### src/rtl/pwm_tb_pkg.sv
package pwm_tb_pkg;
  localparam int NUM_EV = 6;
  localparam int ACT_W  = 2 * NUM_EV;
  localparam int ADDR_W = 3;

  // event positions, also the application order
  localparam int EV_ZERO = 0;
  localparam int EV_PRD  = 1;
  localparam int EV_A_UP = 2;
  localparam int EV_A_DN = 3;
  localparam int EV_B_UP = 4;
  localparam int EV_B_DN = 5;

  localparam logic [ADDR_W-1:0] REG_PRD  = 3'd0;
  localparam logic [ADDR_W-1:0] REG_CFG  = 3'd1;
  localparam logic [ADDR_W-1:0] REG_CMPA = 3'd2;
  localparam logic [ADDR_W-1:0] REG_CMPB = 3'd3;
  localparam logic [ADDR_W-1:0] REG_ACT  = 3'd4;
  localparam logic [ADDR_W-1:0] REG_INT  = 3'd5;
  localparam logic [ADDR_W-1:0] REG_ICLR = 3'd6;

  localparam logic [ACT_W-1:0] ACT_RESET = 12'h420;

  typedef enum logic [1:0] {
    ACT_KEEP = 2'b00,
    ACT_LOW  = 2'b01,
    ACT_HIGH = 2'b10,
    ACT_INV  = 2'b11
  } act_e;

  function automatic logic apply_act(input logic cur, input logic [1:0] code);
    case (act_e'(code))
      ACT_LOW:  return 1'b0;
      ACT_HIGH: return 1'b1;
      ACT_INV:  return ~cur;
      default:  return cur;
    endcase
  endfunction
endpackage

### src/rtl/pwm_tick_div.sv
module pwm_tick_div #(
  parameter int HS_W = 3,
  parameter int CD_W = 3
) (
  input  logic            clk,
  input  logic            rst_n,
  input  logic            run_i,
  input  logic [HS_W-1:0] hs_code_i,
  input  logic [CD_W-1:0] cd_code_i,
  output logic            tick_o
);
  localparam int PRE_W = HS_W + 1 + (1 << CD_W) - 1;

  logic [PRE_W-1:0] hs_div;
  logic [PRE_W-1:0] full_div;
  logic [PRE_W-1:0] cnt_q, cnt_d;

  always_comb begin
    if (hs_code_i == '0) hs_div = PRE_W'(1);
    else                 hs_div = PRE_W'({hs_code_i, 1'b0});
    full_div = hs_div << cd_code_i;
  end

  assign tick_o = run_i && (cnt_q >= full_div - 1'b1);

  always_comb begin
    cnt_d = cnt_q;
    if (!run_i)      cnt_d = '0;
    else if (tick_o) cnt_d = '0;
    else             cnt_d = cnt_q + 1'b1;
  end

  always_ff @(posedge clk or negedge rst_n) begin
    if (!rst_n) cnt_q <= '0;
    else        cnt_q <= cnt_d;
  end
endmodule

### src/rtl/pwm_updn_ctr.sv
module pwm_updn_ctr #(
  parameter int CTR_W = 16
) (
  input  logic             clk,
  input  logic             rst_n,
  input  logic             run_i,
  input  logic             tick_i,
  input  logic             updown_i,
  input  logic [CTR_W-1:0] prd_i,
  output logic [CTR_W-1:0] ctr_o,
  output logic             dir_dn_o
);
  logic [CTR_W-1:0] ctr_q, ctr_d;
  logic             dir_q, dir_d;

  always_comb begin
    ctr_d = ctr_q;
    dir_d = dir_q;
    if (!run_i) begin
      ctr_d = '0;
      dir_d = 1'b0;
    end else if (tick_i) begin
      if (!updown_i) begin
        dir_d = 1'b0;
        ctr_d = (ctr_q >= prd_i) ? '0 : ctr_q + 1'b1;
      end else if (!dir_q) begin
        if (ctr_q >= prd_i) begin
          if (ctr_q != '0) begin
            ctr_d = ctr_q - 1'b1;
            dir_d = 1'b1;
          end
        end else begin
          ctr_d = ctr_q + 1'b1;
        end
      end else begin
        if (ctr_q == '0) begin
          dir_d = 1'b0;
          ctr_d = (prd_i == '0) ? '0 : CTR_W'(1);
        end else begin
          ctr_d = ctr_q - 1'b1;
        end
      end
    end
  end

  always_ff @(posedge clk or negedge rst_n) begin
    if (!rst_n) begin
      ctr_q <= '0;
      dir_q <= 1'b0;
    end else begin
      ctr_q <= ctr_d;
      dir_q <= dir_d;
    end
  end

  assign ctr_o    = ctr_q;
  assign dir_dn_o = dir_q;

  assert_hold_between_ticks_R3: assert property (@(posedge clk) disable iff (!rst_n)
    (run_i && !tick_i) |=> $stable(ctr_o));
  assert_idle_at_zero_R4: assert property (@(posedge clk) disable iff (!rst_n)
    !run_i |=> (ctr_o == '0 && !dir_dn_o));
  assert_saw_wrap_R1: assert property (@(posedge clk) disable iff (!rst_n)
    (run_i && tick_i && !updown_i && ctr_o >= prd_i) |=> (ctr_o == '0));
  assert_turn_down_R2: assert property (@(posedge clk) disable iff (!rst_n)
    (run_i && tick_i && updown_i && !dir_dn_o && ctr_o == prd_i && prd_i != '0) |=> dir_dn_o);
endmodule

### src/rtl/pwm_act_qual.sv
module pwm_act_qual
  import pwm_tb_pkg::*;
#(
  parameter int CTR_W = 16
) (
  input  logic             clk,
  input  logic             rst_n,
  input  logic             run_i,
  input  logic             tick_i,
  input  logic [CTR_W-1:0] ctr_i,
  input  logic             dir_dn_i,
  input  logic [CTR_W-1:0] prd_i,
  input  logic             wr_cmpa_i,
  input  logic             wr_cmpb_i,
  input  logic [CTR_W-1:0] wdata_i,
  input  logic [ACT_W-1:0] act_i,
  output logic             pwm_o,
  output logic [NUM_EV-1:0] ev_o
);
  logic [CTR_W-1:0] shd_a_q, shd_b_q, act_a_q, act_b_q;
  logic             reload;
  logic [NUM_EV-1:0] ev;
  logic [NUM_EV:0]   stage;
  logic             pwm_q, pwm_d;

  // events sampled on the value being left, once per tick
  always_comb begin
    ev          = '0;
    ev[EV_ZERO] = tick_i && (ctr_i == '0);
    ev[EV_PRD]  = tick_i && (ctr_i == prd_i);
    ev[EV_A_UP] = tick_i && (ctr_i == act_a_q) && !dir_dn_i;
    ev[EV_A_DN] = tick_i && (ctr_i == act_a_q) &&  dir_dn_i;
    ev[EV_B_UP] = tick_i && (ctr_i == act_b_q) && !dir_dn_i;
    ev[EV_B_DN] = tick_i && (ctr_i == act_b_q) &&  dir_dn_i;
  end

  assign stage[0] = pwm_q;
  for (genvar g = 0; g < NUM_EV; g++) begin : g_act_chain
    assign stage[g+1] = ev[g] ? apply_act(stage[g], act_i[2*g +: 2]) : stage[g];
  end

  assign pwm_d  = stage[NUM_EV];
  assign reload = !run_i || ev[EV_ZERO];

  always_ff @(posedge clk or negedge rst_n) begin
    if (!rst_n) shd_a_q <= '0;
    else if (wr_cmpa_i) shd_a_q <= wdata_i;
  end

  always_ff @(posedge clk or negedge rst_n) begin
    if (!rst_n) shd_b_q <= '0;
    else if (wr_cmpb_i) shd_b_q <= wdata_i;
  end

  always_ff @(posedge clk or negedge rst_n) begin
    if (!rst_n) begin
      act_a_q <= '0;
      act_b_q <= '0;
    end else if (reload) begin
      act_a_q <= shd_a_q;
      act_b_q <= shd_b_q;
    end
  end

  always_ff @(posedge clk or negedge rst_n) begin
    if (!rst_n) pwm_q <= 1'b0;
    else        pwm_q <= pwm_d;
  end

  assign pwm_o = pwm_q;
  assign ev_o  = ev;

  assert_pwm_moves_on_tick_R12: assert property (@(posedge clk) disable iff (!rst_n)
    !tick_i |=> $stable(pwm_o));
  assert_active_held_R7: assert property (@(posedge clk) disable iff (!rst_n)
    (run_i && !(tick_i && ctr_i == '0)) |=> ($stable(act_a_q) && $stable(act_b_q)));
endmodule

### src/rtl/pwm_evt_trig.sv
module pwm_evt_trig
  import pwm_tb_pkg::*;
(
  input  logic              clk,
  input  logic              rst_n,
  input  logic [NUM_EV-1:0] ev_i,
  input  logic              en_i,
  input  logic [2:0]        src_i,
  input  logic [1:0]        need_i,
  input  logic              clr_i,
  output logic              irq_o
);
  logic [7:0] ev_pad;
  logic       sel_ev;
  logic [1:0] cnt_q, cnt_d;
  logic [2:0] cnt_inc;
  logic       raise;
  logic       irq_q, irq_d;

  assign ev_pad  = {{(8-NUM_EV){1'b0}}, ev_i};
  assign sel_ev  = ev_pad[src_i];
  assign cnt_inc = {1'b0, cnt_q} + 3'd1;

  always_comb begin
    cnt_d = cnt_q;
    raise = 1'b0;
    if (!en_i) begin
      cnt_d = '0;
    end else if (sel_ev && need_i != '0) begin
      if (cnt_inc >= {1'b0, need_i}) begin
        cnt_d = '0;
        raise = 1'b1;
      end else begin
        cnt_d = cnt_inc[1:0];
      end
    end
    irq_d = raise || (irq_q && !clr_i);
  end

  always_ff @(posedge clk or negedge rst_n) begin
    if (!rst_n) begin
      cnt_q <= '0;
      irq_q <= 1'b0;
    end else begin
      cnt_q <= cnt_d;
      irq_q <= irq_d;
    end
  end

  assign irq_o = irq_q;

  assert_irq_has_cause_R8: assert property (@(posedge clk) disable iff (!rst_n)
    $rose(irq_o) |-> $past(sel_ev && en_i));
  assert_count_restart_R10: assert property (@(posedge clk) disable iff (!rst_n)
    $rose(irq_o) |-> (cnt_q == '0));
  assert_flag_sticky_R9: assert property (@(posedge clk) disable iff (!rst_n)
    (irq_o && !clr_i) |=> irq_o);
endmodule

### src/rtl/pwm_timebase_gen.sv
module pwm_timebase_gen
  import pwm_tb_pkg::*;
#(
  parameter int CTR_W = 16,
  parameter int HS_W  = 3,
  parameter int CD_W  = 3
) (
  input  logic              clk,
  input  logic              rst_n,
  input  logic              tb_run,
  input  logic              wr_en,
  input  logic [ADDR_W-1:0] wr_addr,
  input  logic [CTR_W-1:0]  wr_data,
  output logic              pwm_out,
  output logic              irq_flag,
  output logic [CTR_W-1:0]  tb_count,
  output logic              tb_down
);
  localparam int HS_LO = 1;
  localparam int CD_LO = HS_LO + HS_W;

  logic [CTR_W-1:0] prd_q;
  logic             mode_q;
  logic [HS_W-1:0]  hs_q;
  logic [CD_W-1:0]  cd_q;
  logic [ACT_W-1:0] act_q;
  logic             ien_q;
  logic [2:0]       isrc_q;
  logic [1:0]       need_q;

  logic wr_prd, wr_cfg, wr_cmpa, wr_cmpb, wr_act, wr_int, wr_clr;
  logic tick;
  logic [NUM_EV-1:0] ev;

  assign wr_prd  = wr_en && (wr_addr == REG_PRD);
  assign wr_cfg  = wr_en && (wr_addr == REG_CFG);
  assign wr_cmpa = wr_en && (wr_addr == REG_CMPA);
  assign wr_cmpb = wr_en && (wr_addr == REG_CMPB);
  assign wr_act  = wr_en && (wr_addr == REG_ACT);
  assign wr_int  = wr_en && (wr_addr == REG_INT);
  assign wr_clr  = wr_en && (wr_addr == REG_ICLR);

  always_ff @(posedge clk or negedge rst_n) begin
    if (!rst_n) prd_q <= '0;
    else if (wr_prd) prd_q <= wr_data;
  end

  always_ff @(posedge clk or negedge rst_n) begin
    if (!rst_n) begin
      mode_q <= 1'b0;
      hs_q   <= '0;
      cd_q   <= '0;
    end else if (wr_cfg) begin
      mode_q <= wr_data[0];
      hs_q   <= wr_data[HS_LO +: HS_W];
      cd_q   <= wr_data[CD_LO +: CD_W];
    end
  end

  always_ff @(posedge clk or negedge rst_n) begin
    if (!rst_n) act_q <= ACT_RESET;
    else if (wr_act) act_q <= wr_data[ACT_W-1:0];
  end

  always_ff @(posedge clk or negedge rst_n) begin
    if (!rst_n) begin
      ien_q  <= 1'b0;
      isrc_q <= '0;
      need_q <= '0;
    end else if (wr_int) begin
      ien_q  <= wr_data[0];
      isrc_q <= wr_data[3:1];
      need_q <= wr_data[5:4];
    end
  end

  pwm_tick_div #(.HS_W(HS_W), .CD_W(CD_W)) u_div (
    .clk       (clk),
    .rst_n     (rst_n),
    .run_i     (tb_run),
    .hs_code_i (hs_q),
    .cd_code_i (cd_q),
    .tick_o    (tick)
  );

  pwm_updn_ctr #(.CTR_W(CTR_W)) u_ctr (
    .clk      (clk),
    .rst_n    (rst_n),
    .run_i    (tb_run),
    .tick_i   (tick),
    .updown_i (mode_q),
    .prd_i    (prd_q),
    .ctr_o    (tb_count),
    .dir_dn_o (tb_down)
  );

  pwm_act_qual #(.CTR_W(CTR_W)) u_aq (
    .clk       (clk),
    .rst_n     (rst_n),
    .run_i     (tb_run),
    .tick_i    (tick),
    .ctr_i     (tb_count),
    .dir_dn_i  (tb_down),
    .prd_i     (prd_q),
    .wr_cmpa_i (wr_cmpa),
    .wr_cmpb_i (wr_cmpb),
    .wdata_i   (wr_data),
    .act_i     (act_q),
    .pwm_o     (pwm_out),
    .ev_o      (ev)
  );

  pwm_evt_trig u_et (
    .clk    (clk),
    .rst_n  (rst_n),
    .ev_i   (ev),
    .en_i   (ien_q),
    .src_i  (isrc_q),
    .need_i (need_q),
    .clr_i  (wr_clr),
    .irq_o  (irq_flag)
  );
endmodule

### config.mk
export PLATFORM = sky130hd
export DESIGN_NAME = pwm_timebase_gen
export DESIGN_NICKNAME = d
export VERILOG_FILES = /design/src/rtl/pwm_tb_pkg.sv /design/src/rtl/pwm_tick_div.sv /design/src/rtl/pwm_updn_ctr.sv /design/src/rtl/pwm_act_qual.sv /design/src/rtl/pwm_evt_trig.sv /design/src/rtl/pwm_timebase_gen.sv
export SDC_FILE = /design/constraint.sdc
export NUM_CORES = 1
export LEC_CHECK = 0
export BUFFER_PORTS_ARGS = -buffer_cell sky130_fd_sc_hd__buf_2
export CORE_MARGIN = 2
export CORE_UTILIZATION = 35
export CTS_BUF_LIST = sky130_fd_sc_hd__clkbuf_16
export DETAILED_ROUTE_END_ITERATION = 7
export PLACE_DENSITY = 0.57
export SLEW_MARGIN = 20
export SYNTH_ARGS = -nofsm -noshare
export SYNTH_HDL_FRONTEND = slang
export SYNTH_HIERARCHICAL = 1
export SYNTH_SLANG_ARGS = --single-unit
### constraint.sdc
create_clock -name clk -period 5.5 [get_ports clk]
set_input_delay 1.1 -clock clk [delete_from_list [all_inputs] [get_ports clk]]
set_output_delay 1.1 -clock clk [all_outputs]
set_load 0.05 [all_outputs]
Word level (Yosys, flattened, before mapping):

Index checks and enable logic that the tools add are counted.

* bits in registers: 137
* output and inout port bits: 19

* add/subtract/negate cells: 5
* magnitude comparators: 4
* equality and inequality tests: 30
* shifts and indexed selects: 1
* mux-type cells: 39
* bitwise logic cells: 6
* reductions and logical operators: 30

Operator list (number)
* $mux 16: 8
* $eq 16x16->1: 3
* $logic_not 16->1: 2
* $eq 2x2->1 const B: 12
* $mux 11: 2
* $logic_and 1x1->1: 18
* $mux 1: 18
* $pmux 1 s3: 6
* $add 16x1->16 const B: 1
* $ge 16x16->1: 1
* $reduce_bool 16->1: 1
* $sub 16x1->16 const B: 1
* $eq 2x1->1 const B: 6
* $add 11x1->11 const B: 1
* $ge 11x11->1: 1
* $shl 4x3->11: 1
* $sub 11x1->11 const B: 1
* $eq 3x3->1 const B: 3
* $eq 3x2->1 const B: 2
* $logic_not 3->1: 2
* $mux 2: 3
* $not 1->1: 6
* $ne 5x4->1 const B: 1
* $lt 3x4->1 const B: 1
* other kinds (10): 14

Longest topological paths before layout:

Gate-level depths: netlist of run 1.

* word-level depth: 23
* gate-level depth with buffers: 22
* mapped depth without buffers: 21

By module:

Netlist of run 1, hierarchy kept.

By module, submodules not included
* pwm_act_qual: times used 1, cells each 240, area an instance 3129.3 µm², seq. area each 1626.6 µm²
* pwm_updn_ctr: times used 1, cells each 269, area an instance 2130.8 µm², seq. area each 425.4 µm²
* pwm_timebase_gen: times used 1, cells each 92, area an instance 1601.5 µm², seq. area each 1028.5 µm²
* pwm_tick_div: times used 1, cells each 156, area an instance 1234.9 µm², seq. area each 275.3 µm²
* pwm_evt_trig: times used 1, cells each 25, area an instance 260.2 µm², seq. area each 75.1 µm²

Least setup slack after synthesis of run 1:

OpenSTA, ideal clock, no wires.

* path kind: reg2reg
* start point: register hs_q[1]
* end point: register u_et.cnt_q[0]
* library setup time: 0.079 ns
* data arrival time: 4.192 ns
* path slack: 1.229 ns
* stages on the path, launching flop included: 19
* path buffers: 1
* clock period less this slack: 4.271 ns
* cells stage by stage: dfrtp_1 buf_6 nor3_1 a21oi_1 or3_1 ha_1 o2bb2a_4 nor3_1 o31a_1 ha_1 a21o_1 a211o_1 o221a_2 nor4b_1 nand3b_1 inv_1 mux4_2 a21oi_2 mux2i_1

* elaborated cells between the ends (all ways): 18
* those cells by class: add/sub: 1; order compare: 1; eq/ne: 1; shift: 1; mux: 3; reduce/logical: 11

RTL lines
* start: declaration: RTL line pwm_timebase_gen.sv:24 `logic [HS_W-1:0] hs_q;`
* start signal: assignment: RTL line pwm_timebase_gen.sv:55 `hs_q <= wr_data[HS_LO +: HS_W];`
* $logic_not 3->1: RTL line pwm_tick_div.sv:19 `if (hs_code_i == '0) hs_div = PRE_W'(1);`
* $mux 4 *: RTL line pwm_tick_div.sv:19
* $shl 4x3->11 *: RTL line pwm_tick_div.sv:21 `full_div = hs_div << cd_code_i;`
* $sub 11x1->11 *: RTL line pwm_tick_div.sv:24 `assign tick_o = run_i && (cnt_q >= full_div - 1'b1);`
* $ge 11x11->1 *: RTL line pwm_tick_div.sv:24
* $logic_and 1x1->1 *: RTL line pwm_tick_div.sv:24
* via tick: RTL line pwm_timebase_gen.sv:32 `logic tick;`
* $logic_and 1x1->1 *: RTL line pwm_act_qual.sv:29 `ev[EV_ZERO] = tick_i && (ctr_i == '0);`
* via ev[0]: RTL line pwm_timebase_gen.sv:33 `logic [NUM_EV-1:0] ev;`
* $bmux 1 s3 *: RTL line pwm_evt_trig.sv:21 `assign sel_ev = ev_pad[src_i];`
* $mux 1 (not written as such) *: RTL line pwm_evt_trig.sv:21
* $logic_and 1x1->1 *: RTL line pwm_evt_trig.sv:29 `end else if (sel_ev && need_i != '0) begin`
* $ne 2x1->1 (no source line) *
* end signal: assignment: RTL line pwm_evt_trig.sv:45 `cnt_q <= cnt_d;`
* end: declaration: RTL line pwm_evt_trig.sv:15 `logic [1:0] cnt_q, cnt_d;`

Mark *: on every way through the listed nets, which the timed path passes. The rest lies on a longest branch. The select of a mux whose other input is x is not followed.
A chain may end at the register's enable or synchronous reset.

Worst setup path in the final report of run 1:

* start point: register hs_q[1]
* end point: register u_aq.pwm_q, in the netlist u_aq/pwm_o

* word-level cells in the longest chain between the ends: 23
* elaborated cells between the ends (all ways): 30
* those cells by class: add/sub: 1; order compare: 1; shift: 1; mux: 12; bitwise: 5; reduce/logical: 10

Ends and longest elaborated chain
* $logic_not 3->1: RTL line pwm_tick_div.sv:19
* $mux 4 *: RTL line pwm_tick_div.sv:19
* $shl 4x3->11 *: RTL line pwm_tick_div.sv:21
* $sub 11x1->11 *: RTL line pwm_tick_div.sv:24
* $ge 11x11->1 *: RTL line pwm_tick_div.sv:24
* $logic_and 1x1->1 *: RTL line pwm_tick_div.sv:24
* via tick: RTL line pwm_timebase_gen.sv:32
* $logic_and 1x1->1: RTL line pwm_act_qual.sv:29
* [... 9 more ...]
* $mux 1: RTL line pwm_act_qual.sv:39 `assign stage[g+1] = ev[g] ? apply_act(stage[g], act_i[2*g +: 2]) : stage[g];`
* $not 1->1: RTL line pwm_tb_pkg.sv:35 `ACT_INV: return ~cur;`
* $pmux 1 s3: RTL line pwm_tb_pkg.sv:32 `case (act_e'(code))`
* $mux 1: RTL line pwm_act_qual.sv:39
* $not 1->1: RTL line pwm_tb_pkg.sv:35
* $pmux 1 s3: RTL line pwm_tb_pkg.sv:32
* $mux 1 *: RTL line pwm_act_qual.sv:39
* via u_aq.pwm_d: RTL line pwm_act_qual.sv:24 `logic pwm_q, pwm_d;`
* end signal: assignment: RTL line pwm_act_qual.sv:67 `else pwm_q <= pwm_d;`
* end: declaration: RTL line pwm_act_qual.sv:24

Mark *: on every way through the listed nets, which the timed path passes. The rest lies on a longest branch.

==> results of run 1 <==
==> where the power goes <==
part	switching [mW]	internal (mW)	leakage (nW)
Sequential	0.186	1.20	1.70
Combinational	0.314	0.348	2.13
Clock	0.507	0.736	0.309
==> flip-flops by register name (all words and copies together) (netlist names) <==
| signal | cells |
|---|---|
| u_aq/shd_a_q | 16 |
| u_aq/act_a_q | 16 |
| u_div/cnt_q | 11 |
| u_aq/act_b_q | 16 |
| hs_q | 3 |
| ien_q | 1 |
| isrc_q | 3 |
| u_aq/shd_b_q | 16 |
| u_ctr/ctr_o | 16 |
| u_et/irq_o | 1 |
| u_et/cnt_q | 2 |
| u_aq/pwm_o | 1 |
| mode_q | 1 |
| act_q | 12 |
| need_q | 2 |
| prd_q | 16 |
| u_ctr/dir_dn_o | 1 |
| cd_q | 3 |
==> routing by layer <==
metal | global-route usage | wire, um
met5 | 0 | 0
met4 | 0.0528 | 291
met2 | 0.292 | 10100
met1 | 0.251 | 10300
met3 | 0.0286 | 674
==> area by class of cell <==
cell class / instances / area, sq um
Fill cell: 2287 / 14000
Multi-Input combinational cell: 572 / 4550
Sequential cell: 137 / 3430
Clock buffer: 17 / 425
Tap cell: 319 / 399
Timing Repair Buffer: 50 / 279
Clock inverter: 15 / 214
Inverter: 35 / 131
==> logic make-up (layout without fill, tap and decap cells) <==
group / Yosys count / in the layout / synth area share
AND/OR/NAND/NOR: 228 / 228 / 0.148
flip-flops: 137 / 137 / 0.411
multiplexers: 120 / 120 / 0.161
AO/OA/AOI/OAI: 117 / 117 / 0.105
buffers and inverters: 73 / 117 / 0.0472
XOR/XNOR: 72 / 72 / 0.0755
adder cells (fa/ha/maj): 35 / 35 / 0.0533
==> worst paths after layout <==
kind,start,to
setup / recovery,hs_q[1],u_aq/pwm_o
hold / removal,u_aq/shd_a_q[9],u_aq/shd_a_q[9]
setup reg to reg,hs_q[1],u_aq/pwm_o
hold reg to reg,u_aq/shd_a_q[9],u_aq/shd_a_q[9]
max in group asynchronous,rst_n,act_q[10]
min in group asynchronous,rst_n,u_et/irq_o
==> synth_stat cells (12+ instances only) <==
master,instances,area (sq um)
a21oi_1,21,105
buf_2,12,60.1
dfrtp_1,135,3380
ha_1,34,425
inv_1,34,128
mux2_2,108,1220
nand2_1,43,161
nand3_1,31,155
nor2_1,55,206
nor3_1,18,90.1
nor4_1,21,131
o21ai_0,21,105
xnor2_1,34,298
xor2_1,38,333
==> worst register-to-register path, stage by stage (launching register included) <==
cell,delay (ns)
dfrtp_1,0.55
nor3_1,0.44
a21oi_1,0.12
or3_1,0.32
ha_1,0.25
nand2_1,0.08
o2bb2a_4,0.15
nor2_1,0.05
xnor2_1,0.13
ha_1,0.30
nand2_1,0.06
o21ai_0,0.15
a21oi_1,0.08
nor2_1,0.11
o221a_2,0.37
nor4b_1,0.40
nand3b_1,0.19
o21ai_0,0.25
mux2i_1,0.27
mux2i_1,0.24
mux2i_1,0.20
==> through the flow <==
stage	utilization	power, mW	instances	hold WS, ns
after floorplan	-	1.87	782	0.474
after global placement	0.374	2.05	1113	0.482
after detailed placement	0.374	2.06	1113	0.487
after CTS	0.402	3.32	1145	0.507
after global routing	0.402	3.47	1145	0.513
final	0.402	3.29	1145	0.504
==> layout by cell type, fill, tap and decap left out, types with 5 or more instances in the layout <==
cell / instances
a21oi_1: 21
xnor2_1: 34
nand4_1: 8
nand2_1: 43
inv_1: 34
mux2i_1: 11
nor2_1: 55
o21ai_1: 5
nor4_1: 21
o22ai_1: 7
o21ai_0: 21
nand3_1: 31
dfrtp_1: 135
buf_4: 9
clkbuf_16: 17
ha_1: 34
mux2_2: 108
o32ai_1: 7
xor2_1: 38
and3_1: 7
buf_2: 40
nor3_1: 18
a32o_1: 6
nor2b_1: 5
==> flow_summary.ini, run 1 <==
[synthesis]
synth_edf_count = 0
ys_ff_latch = 137
async_reset_ff_frac = 1.00
seq_area_frac_synth = 0.411
synth.avg_cell_area_sq_um = 10.7
syn_area_sq_mm = 0.00836
yosysWarnings = 6
synthDistinctLibCells = 85
syn_inst = 782
ys.flop_type = dfrtp_1
synth.net_count = 840

[place]
hpwl_um = 14600
placed_area_sq_mm = 0.00879
io_buffer_count = 41
gp_congestion = 0.879
pre_cts_slack_ns = 0.789

[clock_network]
clk_pin_slew_worst_paths_ns = 0.07
root_buffer = clkbuf_16
cts_num_sinks = 137
cts_tree = built
cts-buffers-inserted = 17
insertion_delay_ns = 0.42
clk_path_buf_depth = 2
post-cts-setup-buffers = 0
hold_buffers = 0
postCtsResizedCells = 0
htree_levels = 4

[drt]
wl_per_cell_um = 18.6
num_vias = 6123
ant_nets = 0
wl_um = 21300
dr.pass1.iters = 5
drt_iter0_markers = 325
drc = 0
viasPerCell = 5.35

[critical_path]
crit_type = flip-flop to flip-flop
crit_top_cell = mux2i_1
required_ns = 5.84
rrSetupSlack_ns = 0.71
start_kind = flip-flop
cp_max_fo = 15
critPathMaxStageDelay_ns = 0.55
cp_num_buf_inv = 0
crit_family = simple AND/OR/NAND/NOR gates
path_cells = nor3_1 > a21oi_1 > or3_1 > ha_1 > nand2_1 > o2bb2a_4 > nor2_1 > xnor2_1 > ha_1 > nand2_1 > o21ai_0 > a21oi_1 > nor2_1 > o221a_2 > nor4b_1 > nand3b_1 > o21ai_0 > mux2i_1 > mux2i_1 > mux2i_1
crit_slowest_cell = dfrtp_1
cp-end-kind = flip-flop
worst-endpoint-arrival_ns = 5.13
reg2reg_depth = 20
cp.depth = 20

[floorplanning]
initial_utilization = 0.356
fp.dieH_um = 159
dieArea_sq_mm = 0.0251
die_width_um = 159
ios = 42
rows = 56
core_sq_mm = 0.0235

[sta]
rsz0062_at_grt = no
hold_viol_final = 0
drv_slew = 0
fmax_mhz = 209
final.min_clock_period_ns = 4.79
setup-violations-final = 0
finClkSkew_ns = 0.0128
setup_ws_ns = 0.709
worstMarginPinSlew_ns = 0.980
period_share = 0.871
slew-limit-headroom = 0.346
tns_ns = 0

[job]
max_cap_viol_count = 0

[layout]
layout.nets = 871
layout-drive-gt1-share = 0.262
final_area_sq_mm = 0.00943
diodes = 0
area_delta_synth_final_pct = 12.8

[global_route]
grt_pass1_vias = 6077
grt_pass1_wl_um = 34800
grt_max_degree = 95
antenna_found_initial = 0
globalRouteTotalUtil = 0.181
overflow = 0

[min_path]
hold_path_depth = 1
hold_class = flip-flop to flip-flop

[power_and_ir_drop]
vdd_ir_drop_max_uv = 209
leakage_nw = 4.14
power_density_mw_per_mm2 = 349

[run_status]
status = complete, no violations
Note: power is estimated with default switching activity, not from simulation.
==> run 2, diff against run 1 <==
CELL_PAD_IN_SITES_DETAIL_PLACEMENT = 1   (was not set)
CELL_PAD_IN_SITES_GLOBAL_PLACEMENT = 1   (was not set)
PLACE_DENSITY = 0.67   (was 0.57)
==> run 2 against run 1 <==
Effect of this change:
- final cell count up 0.17%
- worst hold slack got worse by 0.0041 ns
- count of clock-buffer cells in the layout unchanged
- clock skew is 0.0019 ns lower
- power decreased by 3.7%
- sequential power is essentially flat
- critical endpoint unchanged
- largest cell class unchanged
==> flow_summary.ini, run 2 (synthesized netlist as in run 1, its figures left out) <==
[drt]
drt_iter0_markers = 324
wl_per_cell_um = 20.4
drc = 0
ant_nets = 0
num_vias = 6247
wl_um = 23400
dr.pass1.iters = 4
viasPerCell = 5.45

[run_status]
status = complete, no violations

[place]
io_buffer_count = 41
placed_area_sq_mm = 0.00879
pre_cts_slack_ns = 0.761
dpl.cell_count = 1114
gp_congestion = 0.841
hpwl_um = 16100

[clock_network]
htree_levels = 4
postCtsResizedCells = 0
clk_path_buf_depth = 2
cts-buffers-inserted = 17
cts_num_sinks = 137
clk_pin_slew_worst_paths_ns = 0.07
root_buffer = clkbuf_16
cts_tree = built
post-cts-setup-buffers = 0
hold_buffers = 0
insertion_delay_ns = 0.43

[critical_path]
crit_type = flip-flop to flip-flop
cp_max_fo = 15
cp-end-kind = flip-flop
required_ns = 5.85
start_kind = flip-flop
rrSetupSlack_ns = 0.62
worst-endpoint-arrival_ns = 5.24

[sta]
setup_ws_ns = 0.615
finClkSkew_ns = 0.0110
tns_ns = 0
slew-limit-headroom = 0.243
setup-violations-final = 0
rsz0062_at_grt = no
fmax_mhz = 205
period_share = 0.888
hold_viol_final = 0
final.min_clock_period_ns = 4.88
worstMarginPinSlew_ns = 1.13
drv_slew = 0

[floorplanning]
dieArea_sq_mm = 0.0251
core_sq_mm = 0.0235
die_width_um = 159
fp.dieH_um = 159
rows = 56
initial_utilization = 0.356
ios = 42

[power_and_ir_drop]
total_power_mw = 3.17
leakage_nw = 4.11
power_density_mw_per_mm2 = 338
vdd_ir_drop_max_uv = 163

[layout]
final_area_sq_mm = 0.00936
fillCellCount = 2617
layout.nets = 873
layout-drive-gt1-share = 0.263
final_common_cell = dfrtp_1
stdcell_count = 1147
seq_area_sq_mm = 0.00343
diodes = 0
multi_input_area_sq_mm = 0.00455
area_delta_synth_final_pct = 12.0
mostFrequentLayoutCells = dfrtp_1, mux2_2, nor2_1, nand2_1, buf_2

[global_route]
grt_pass1_wl_um = 37800
antenna_found_initial = 0
grt_pass1_vias = 6571
overflow = 0
grt_max_degree = 104
globalRouteTotalUtil = 0.198

[job]
max_cap_viol_count = 0

[min_path]
hold_class = flip-flop to flip-flop
[run 2: changes by cell type in the layout (fill, tap and decap cells not counted), sizes merged]
cell / change
bufinv: -3
buf: +2
clkinvlp: +2
inv: +2
clkinv: -1
[run 2: area by class of cell]
| cell class | instances | area share |
|---|---|---|
| clock buffers | 17 | 0.0454 |
| multi-input cells | 572 | 0.486 |
| flip-flops and latches | 137 | 0.366 |
| inverters | 35 | 0.0140 |
| well taps | 319 | 0.0426 |
| clock inverters | 15 | 0.0143 |
| repair buffers | 52 | 0.0314 |
[run 2: report_power, final]
group | internal, mW | leakage [nW] | switching (mW)
registers | 1.20 | 1.70 | 0.192
clock network | 0.594 | 0.267 | 0.505
logic | 0.350 | 2.14 | 0.329
total | 2.14 | 4.11 | 1.03
[run 2: final timing paths]
path,start,endpoint,cells after the start
min in group asynchronous,rst_n,u_aq/shd_b_q[15],1
setup / recovery,hs_q[1],u_aq/pwm_o,19
hold / removal,u_aq/shd_a_q[14],u_aq/act_a_q[14],1
max in group asynchronous,rst_n,act_q[3],2
hold reg to reg,u_aq/shd_a_q[14],u_aq/act_a_q[14],1
setup reg to reg,hs_q[1],u_aq/pwm_o,19
[run 2: worst max-delay path, stage by stage (launching register included)]
cell and delay, ns:
dfrtp_1 0.54, nor3_1 0.44, a21oi_1 0.11, or3_1 0.32, ha_1 0.25, o2bb2a_4 0.25, nor2_1 0.05, xnor2_1 0.13
ha_1 0.30, nand2_1 0.07, o21ai_0 0.18, a21oi_1 0.10, nor2_1 0.12, o221a_2 0.39, nor4b_1 0.39, nand3b_1 0.19
o21ai_0 0.24, mux2i_1 0.27, mux2i_1 0.25, mux2i_1 0.20
[run 2: stage by stage]
stage	utilization	hold slack (ns)
2_1_floorplan	-	0.474
3_3_place_gp	0.375	0.486
3_5_place_dp	0.375	0.490
4_1_cts	0.399	0.506
5_1_grt	0.399	0.518
6_report	0.399	0.500
[run 2: metal layers]
metal	routed length [um]	global-route usage	vias to the layer above
li1	-	-	2910
met1	11300	0.271	3200
met2	10900	0.322	107
met3	620	0.0297	30
met4	497	0.0665	0
met5	0	0	-
==> run 3, diff against run 2 <==
CORE_MARGIN = not set   (was 2)
HOLD_SLACK_MARGIN = 0.06   (was not set)
==> run 3 against run 2 <==
Effect of this change:
- sequential power is essentially flat
- sequential share of layout area fell by 0.28 points
- non-clock buffer count is 1 higher
- global-route usage grew 0.069 points
- clock skew up 0.0072 ns
- fmax increased by 0.55%
- cell area grew 0.76%
- critical path depth up 1
- count of clock-buffer cells in the layout stayed put
- via count shrank 1.1%
- clock power increased by 6%
- setup slack improved by 0.027 ns
- critical path type unchanged
- largest power group unchanged
==> flow_summary.ini, run 3 (synthesized netlist as in run 1, its figures left out) <==
[run_status]
status = complete, no violations

[layout]
stdcell_count = 1148
layout.nets = 874
area_delta_synth_final_pct = 12.9
final_area_sq_mm = 0.00943
mostFrequentLayoutCells = dfrtp_1, mux2_2, nor2_1, nand2_1, buf_2
layout-drive-gt1-share = 0.265
diodes = 0
final_common_cell = dfrtp_1

[clock_network]
postCtsResizedCells = 0
cts_tree = built
cts_num_sinks = 137
root_buffer = clkbuf_16
insertion_delay_ns = 0.44
post-cts-setup-buffers = 0
clk_pin_slew_worst_paths_ns = 0.07
clk_path_buf_depth = 2
htree_levels = 4
hold_buffers = 0
cts-buffers-inserted = 17

[critical_path]
required_ns = 5.85
crit_slowest_cell = dfrtp_1
start_kind = flip-flop
cp_max_fo = 15
cp-end-kind = flip-flop
path_cells = nor3_1 > a21oi_1 > or3_1 > ha_1 > nand2_1 > o2bb2a_4 > nor2_1 > xnor2_1 > ha_1 > nand2_1 > o21ai_0 > a21oi_1 > nor2_1 > o221a_2 > nor4b_1 > nand3b_1 > o21ai_0 > mux2i_1 > mux2i_1 > mux2i_1
crit_type = flip-flop to flip-flop
critPathMaxStageDelay_ns = 0.54
crit_top_cell = mux2i_1
worst-endpoint-arrival_ns = 5.21

[sta]
final.min_clock_period_ns = 4.86
rsz0062_at_grt = no
worstMarginPinSlew_ns = 1.02
fmax_mhz = 206
whs_ns = 0.507
period_share = 0.883
finClkSkew_ns = 0.0181
slew-limit-headroom = 0.323
tns_ns = 0
hold_viol_final = 0
setup-violations-final = 0
drv_slew = 0

[drt]
wl_per_cell_um = 19.9
ant_nets = 0
drt_iter0_markers = 316
wl_um = 22800
viasPerCell = 5.38
dr.pass1.iters = 4
num_vias = 6176
drc = 0

[global_route]
antenna_found_initial = 0
globalRouteTotalUtil = 0.199
grt_pass1_wl_um = 37000
grt_max_degree = 103
overflow = 0
grt_pass1_vias = 6531

[power_and_ir_drop]
leakage_nw = 4.15
power_density_mw_per_mm2 = 343
vdd_ir_drop_max_uv = 212

[place]
hpwl_um = 15900
gp_congestion = 0.788
dpl.cell_count = 1115
placed_area_sq_mm = 0.00880
io_buffer_count = 41

[job]
max_cap_viol_count = 0

[floorplanning]
dieArea_sq_mm = 0.0245
rows = 56
core_sq_mm = 0.0235
initial_utilization = 0.356
fp.dieH_um = 157
die_width_um = 157
ios = 42

[min_path]
hold_class = flip-flop to flip-flop
## run 3: metrics by stage
stage                     setup WS (ns)  total power [mW]  utilization
final                             0.642              3.24        0.402
after global routing             0.0332              3.41        0.402
after CTS                         0.642              3.28        0.401
after detailed placement          0.673              2.08        0.375
after global placement            0.897              2.05        0.375
after floorplan                    1.23              1.87            -
## run 3: worst max-delay path: cells and delay by family, from the launching register on
family          cells  cell delay [ns]
fa+ha+maj           2             0.55
flops               1             0.54
mux                 3             0.68
xor+xnor            1             0.13
simple gates        8             1.69
compound gates      6             1.18
## run 3: final timing paths
kind / slack [ns] / startpoint / to / cells after the start
max in group asynchronous: 3.58 / rst_n / u_aq/act_a_q[9] / 2
worst min-delay path: 0.51 / u_aq/shd_a_q[6] / u_aq/act_a_q[6] / 1
min in group asynchronous: 0.76 / rst_n / u_div/cnt_q[0] / 1
worst min register to register: 0.51 / u_aq/shd_a_q[6] / u_aq/act_a_q[6] / 1
worst max-delay path: 0.64 / hs_q[1] / u_aq/pwm_o / 20
worst max register to register: 0.64 / hs_q[1] / u_aq/pwm_o / 20
## run 3: area by class of cell
| type | instances | area (sq um) |
|---|---|---|
| well taps | 319 | 399 |
| flip-flops and latches | 137 | 3430 |
| multi-input cells | 572 | 4550 |
| clock inverters | 15 | 191 |
| fillers | 2612 | 14000 |
| inverters | 35 | 131 |
| repair buffers | 53 | 308 |
| clock buffers | 17 | 425 |
## run 3: routing by layer
layer  vias to the layer above  share of wire  GRT usage
li1                       2910              -          -
met1                      3180           0.47      0.258
met2                        70           0.49      0.339
met3                        16          0.024     0.0318
met4                         0          0.012     0.0584
met5                         -              0          0
## run 3: power by group
| part | internal, mW | switching (mW) | total (mW) |
|---|---|---|---|
| clock network | 0.620 | 0.554 | 1.17 |
| logic | 0.350 | 0.324 | 0.674 |
| registers | 1.20 | 0.190 | 1.39 |
